[src/rtl/simd_pe.sv]
module simd_pe #(
  parameter int DW   = 16,
  parameter int NREG = 16,
  parameter int OPW  = 4
) (
  input  logic                    clk,
  input  logic                    rst,
  input  logic [OPW-1:0]          op,
  input  logic [$clog2(NREG)-1:0] rd,
  input  logic [$clog2(NREG)-1:0] ra,
  input  logic [$clog2(NREG)-1:0] rb,
  input  logic [1:0]              src,
  input  logic [DW-1:0]           imm,
  input  logic [DW-1:0]           bcast,
  input  logic                    sel,
  output logic [DW-1:0]           bus_out,
  output logic                    active
);
  localparam int AW = $clog2(NREG);
  localparam logic [OPW-1:0] OP_ADD  = OPW'(1);
  localparam logic [OPW-1:0] OP_SUB  = OPW'(2);
  localparam logic [OPW-1:0] OP_AND  = OPW'(3);
  localparam logic [OPW-1:0] OP_OR   = OPW'(4);
  localparam logic [OPW-1:0] OP_XOR  = OPW'(5);
  localparam logic [OPW-1:0] OP_MOV  = OPW'(6);
  localparam logic [OPW-1:0] OP_AZ   = OPW'(7);
  localparam logic [OPW-1:0] OP_ANZ  = OPW'(8);
  localparam logic [OPW-1:0] OP_ANEG = OPW'(9);
  localparam logic [OPW-1:0] OP_AALL = OPW'(10);

  logic [DW-1:0] rf [NREG];
  logic          wr_q;
  logic [AW-1:0] wi_q;
  logic [DW-1:0] res_q;
  logic          zf, nf, act;
  logic [DW-1:0] opa, opr, opb, alu;
  logic          is_alu, do_wr;

  function automatic logic [DW-1:0] rd_port(input logic [AW-1:0] idx);
    return (wr_q && wi_q == idx) ? res_q : rf[idx];
  endfunction

  assign opa = rd_port(ra);
  assign opr = rd_port(rb);

  always_comb begin
    case (src)
      2'd0:    opb = opr;
      2'd1:    opb = imm;
      2'd2:    opb = bcast;
      default: opb = '0;
    endcase
  end

  always_comb begin
    is_alu = 1'b1;
    case (op)
      OP_ADD:  alu = opa + opb;
      OP_SUB:  alu = opa - opb;
      OP_AND:  alu = opa & opb;
      OP_OR:   alu = opa | opb;
      OP_XOR:  alu = opa ^ opb;
      OP_MOV:  alu = opb;
      default: begin alu = '0; is_alu = 1'b0; end
    endcase
  end

  assign do_wr = act && is_alu;

  always_ff @(posedge clk) begin
    if (rst) begin
      wr_q  <= 1'b0;
      wi_q  <= '0;
      res_q <= '0;
      zf    <= 1'b0;
      nf    <= 1'b0;
      act   <= 1'b1;
    end else begin
      wr_q <= do_wr;
      if (do_wr) begin
        wi_q  <= rd;
        res_q <= alu;
        zf    <= (alu == '0);
        nf    <= alu[DW-1];
      end
      if (op == OP_AALL) act <= 1'b1;
      else if (act) begin
        case (op)
          OP_AZ:   act <= zf;
          OP_ANZ:  act <= !zf;
          OP_ANEG: act <= nf;
          default: act <= act;
        endcase
      end
    end
  end

  always_ff @(posedge clk) begin
    if (rst) begin
      for (int i = 0; i < NREG; i++) rf[i] <= '0;
    end else if (wr_q) begin
      rf[wi_q] <= res_q;
    end
  end

  assign bus_out = sel ? opa : '0;
  assign active  = act;
endmodule


[config.mk]
export PLATFORM = sky130hd
export DESIGN_NAME = simd_pe
export DESIGN_NICKNAME = d
export VERILOG_FILES = /design/src/rtl/simd_pe.sv
export SDC_FILE = /design/constraint.sdc
export NUM_CORES = 1
export LEC_CHECK = 0
export BUFFER_PORTS_ARGS = -buffer_cell sky130_fd_sc_hd__buf_2
export CAP_MARGIN = 20
export CORE_MARGIN = 10
export CORE_UTILIZATION = 48
export CTS_CLUSTER_DIAMETER = 200
export DETAILED_ROUTE_END_ITERATION = 10
export SKIP_CTS_REPAIR_TIMING = 1
export SYNTH_ARGS = -nofsm -noshare
export SYNTH_HDL_FRONTEND = slang
export SYNTH_SLANG_ARGS = --single-unit
[constraint.sdc]
create_clock -name clk -period 7.09 [get_ports clk]
set_clock_uncertainty 0.1 [all_clocks]
set_input_delay 0.709 -clock clk [delete_from_list [all_inputs] [get_ports clk]]
set_output_delay 0.709 -clock clk [all_outputs]
set_load 0.005 [all_outputs]
==> qor.txt <==
CP max stage cell: mux4_2
I/O Buffers: 69
Xor/xnor share of the synthesized area: 0.01456
Final period util: 0.8280
Setup crit end kind: register
Most common cell in the netlist: and2_1
Clock sink total: 279
Synth cell types: 71
Final Max Slew Viols: 0
Post-synth EDFFs: 256
Clk buf depth: 3
Number of primary I/O pins: 70
Reg-to-reg startpoint: wi_q[1]
Pwr Density: 225.9 nW/um^2
DIE AREA: 44380 um^2
Total global-route track usage: 0.2400
Post-route DRC: 0
Synth top area cells: edfxtp_1 44%, mux4_2 19%, and2_1 9.4%
Synth Area in Compound Gates: 0.09157
Routed wire length per instance: 28.16 um
Switching power total: 1.230 mW
Core Footprint: 35740 um^2
Commonest cells post-synth: 261 x and2_1, 256 x edfxtp_1, 144 x mux4_2
Leak: 7.302 nW
Largest family of logic cells by synthesized area: multiplexers
Biggest area consumer among synthesized cells: edfxtp_1
Dpl hpwl: 38.40 mm
Worst IR drop on VDD: 164.1 uV
Met3 global-route usage: 0.03961
RSZ-0062 raised after global routing: false
Worst-margin pin slew: 1.026 ns
Total negative slack: 0 ns
Yosys reg bits: 279
Prevailing post-synth register cell: edfxtp_1
Worst EP arrival: 6.27 ns
Hold depth: 3
Reg2reg end: zf
Synth Instances: 1362
Iteration-0 DRC Markers: 1309
Final nets: 1504
Critical Path RT: 7.49 ns
Placed cells: 1838
CP max stage delay: 0.60 ns
Max_cap viols: 0
Sequential power share: 0.441
Met1 usage: 0.3167
Register clock-pin slew on the reported worst setup and hold paths: 0.06 ns
Post-Layout Cell Count: 1895
Synth Area in Simple Gates: 0.1556
Pin count of the biggest net entering global routing: 35
Sw Share: 0.2799
Avg Cell Area, Syn: 12.81 um^2
Starting Density: 0.4882
Fill count: 3008
Antenna-violating nets left: 0
# rows: 69
Area growth from synthesis to layout: 11.47%
Total congestion overflow: 0
Antenna violations before repair: 0
Routability Congestion: 0.9335
Post-synth top area share: 0.4406
Mux cell area share after synthesis: 0.2067
F_max: 170.3 MHz
Ys Warns: 0
Min-Delay Path Class: input port to register
Combinational share of power: 0.185
Synth Area in Adders: 0.02911
Chip Height: 210.7 um
Seq/Total Area, Yosys: 0.4670
Met2 Track Usage GR: 0.3895
Total wire length: 53.35 mm
Final worst path period need: 5.871 ns
CTS Buf Count: 30
WHS Endpoint: wi_q[3]
Inserted Diodes: 0
Vias in the first global route: 12320
Crit path cell chain: buf_4, buf_4, mux4_2, a22oi_1, nand2_1, a221oi_2, nand2_1, nor4_4, nand2_1, o31ai_1, xnor2_1, ha_1, a21o_1, nor3_1, o21ai_0, a21oi_1, or4b_1, a41oi_1, nand3_1, nor4_1, nand4_1, o31ai_1
Most frequent CP cell: nand2_1
Worst setup SP type: input port
Synthesized net count: 1455
Setup violations, final: 0
CP max FO: 21
Multi-input logic area: 8741 um^2
DR vias/cell: 6.419
H-tree level count: 1
CTS root buf: clkbuf_16
Worst skew pair latency: 0.58 ns
Rel. slew slack: 0.3115
Share of cells above drive strength 1: 0.2594
First-pass GRT wire length: 80.03 mm
Die X: 210.7 um
Reg2reg setup slack: 1.38 ns
Gr busiest metal: met2
Fin. Hold Viols: 0
Critical path class: input port to register
Async SR Flop Fraction: 0
P_int: 3.164 mW
CTS tree: yes
Reg2reg path depth: 21
Via count: 12160
Status: complete, no violations
Clock share of power: 0.374
Synth Cell Area: 17450 um^2
HP Start: rd[3]
Initial DRT Pass Iterations: 7
Sequential Area: 8148 um^2
[state kept, by name, indices dropped and copies added (netlist names)]
name,flops
rf,256
res_q,16
wi_q,4
active,1
wr_q,1
zf,1
[worst max-delay path by stage]
stage,startpoint,slack [ns],endpoint,cells past startpoint
after floorplan,ra[0],1.35,zf,18
after global placement,rb[0],0.71,zf,22
after detailed placement,rb[0],0.63,zf,22
after CTS,rb[0],1.21,zf,22
after global routing,rb[0],0.74,zf,22
final,rb[0],1.22,zf,22
[per-stage QoR]
step | hold slack [ns] | utilization | instance area (um^2) | power (mW) | worst slack, ns
2_1_floorplan | 0.3681 | - | 17450 | 2.499 | 1.347
3_3_place_gp | 0.3897 | 0.5144 | 18390 | 2.762 | 0.7068
3_5_place_dp | 0.3975 | 0.5148 | 18400 | 2.768 | 0.6278
4_1_cts | 0.2596 | 0.5433 | 19420 | 4.403 | 1.215
5_1_grt | 0.2846 | 0.5442 | 19450 | 4.557 | 0.7375
6_report | 0.2784 | 0.5442 | 19450 | 4.394 | 1.219
[cell families after synthesis]
family / Yosys count
compound gates: 210
xor+xnor: 29
fa+ha+maj: 40
buf+inv: 144
flops: 279
mux: 177
simple gates: 483
[metal layers]
layer | wire, um | share of wire
met5 | 0 | 0
met4 | 1960 | 0.037
met3 | 4371 | 0.082
met2 | 25430 | 0.48
met1 | 21590 | 0.40
[power by group through the flow]
| stage | Sequential (mW) | Combinational [mW] | Clock (mW) |
|---|---|---|---|
| 3_3_place_gp | 1.97 | 0.796 | 0 |
| 6_report | 1.94 | 0.814 | 1.64 |
| 5_1_grt | 1.95 | 0.880 | 1.73 |
| 3_5_place_dp | 1.97 | 0.799 | 0 |
| 2_1_floorplan | 1.92 | 0.580 | 0 |
| 4_1_cts | 1.93 | 0.805 | 1.66 |
[worst max-delay path, delay by kind of cell]
family / cells / cell delay, ns
and+or+nand+nor: 9 / 1.94
AOI/OAI and AO/OA: 8 / 1.85
buffers and inverters: 2 / 0.69
muxes: 1 / 0.60
adders and majority gates: 1 / 0.35
xor gates and xnor gates: 1 / 0.10
[final cells by class]
| type | count | share of cell area |
|---|---|---|
| multi-input cells | 939 | 0.4494 |
| repair buffers | 125 | 0.04271 |
| clock inverters | 21 | 0.01190 |
| clock buffers | 34 | 0.04046 |
| flip-flops and latches | 279 | 0.4189 |
| well taps | 461 | 0.02966 |
| inverters | 36 | 0.006948 |
[cell usage in the layout, fill, tap and decap left out, drive strengths merged, types with 4 or more instances in the layout]
cell / instances
a211oi: 17
a21o: 13
a21oi: 20
a221oi: 11
a222oi: 8
a22o: 15
a22oi: 25
a31oi: 5
and2: 261
and3: 4
buf: 125
bufinv: 5
clkbuf: 34
clkinv: 14
dfxtp: 23
edfxtp: 256
ha: 39
inv: 35
mux2: 14
mux2i: 18
mux4: 145
nand2: 60
nand2b: 11
nand3: 10
nand4: 8
nor2: 61
nor2b: 13
nor3: 28
nor4: 11
o2111ai: 4
o21a: 4
o21ai: 55
o31ai: 7
or2: 5
or3: 6
xnor2: 21
xor2: 8
No activity file was read; power rests on OpenSTA's default activity.
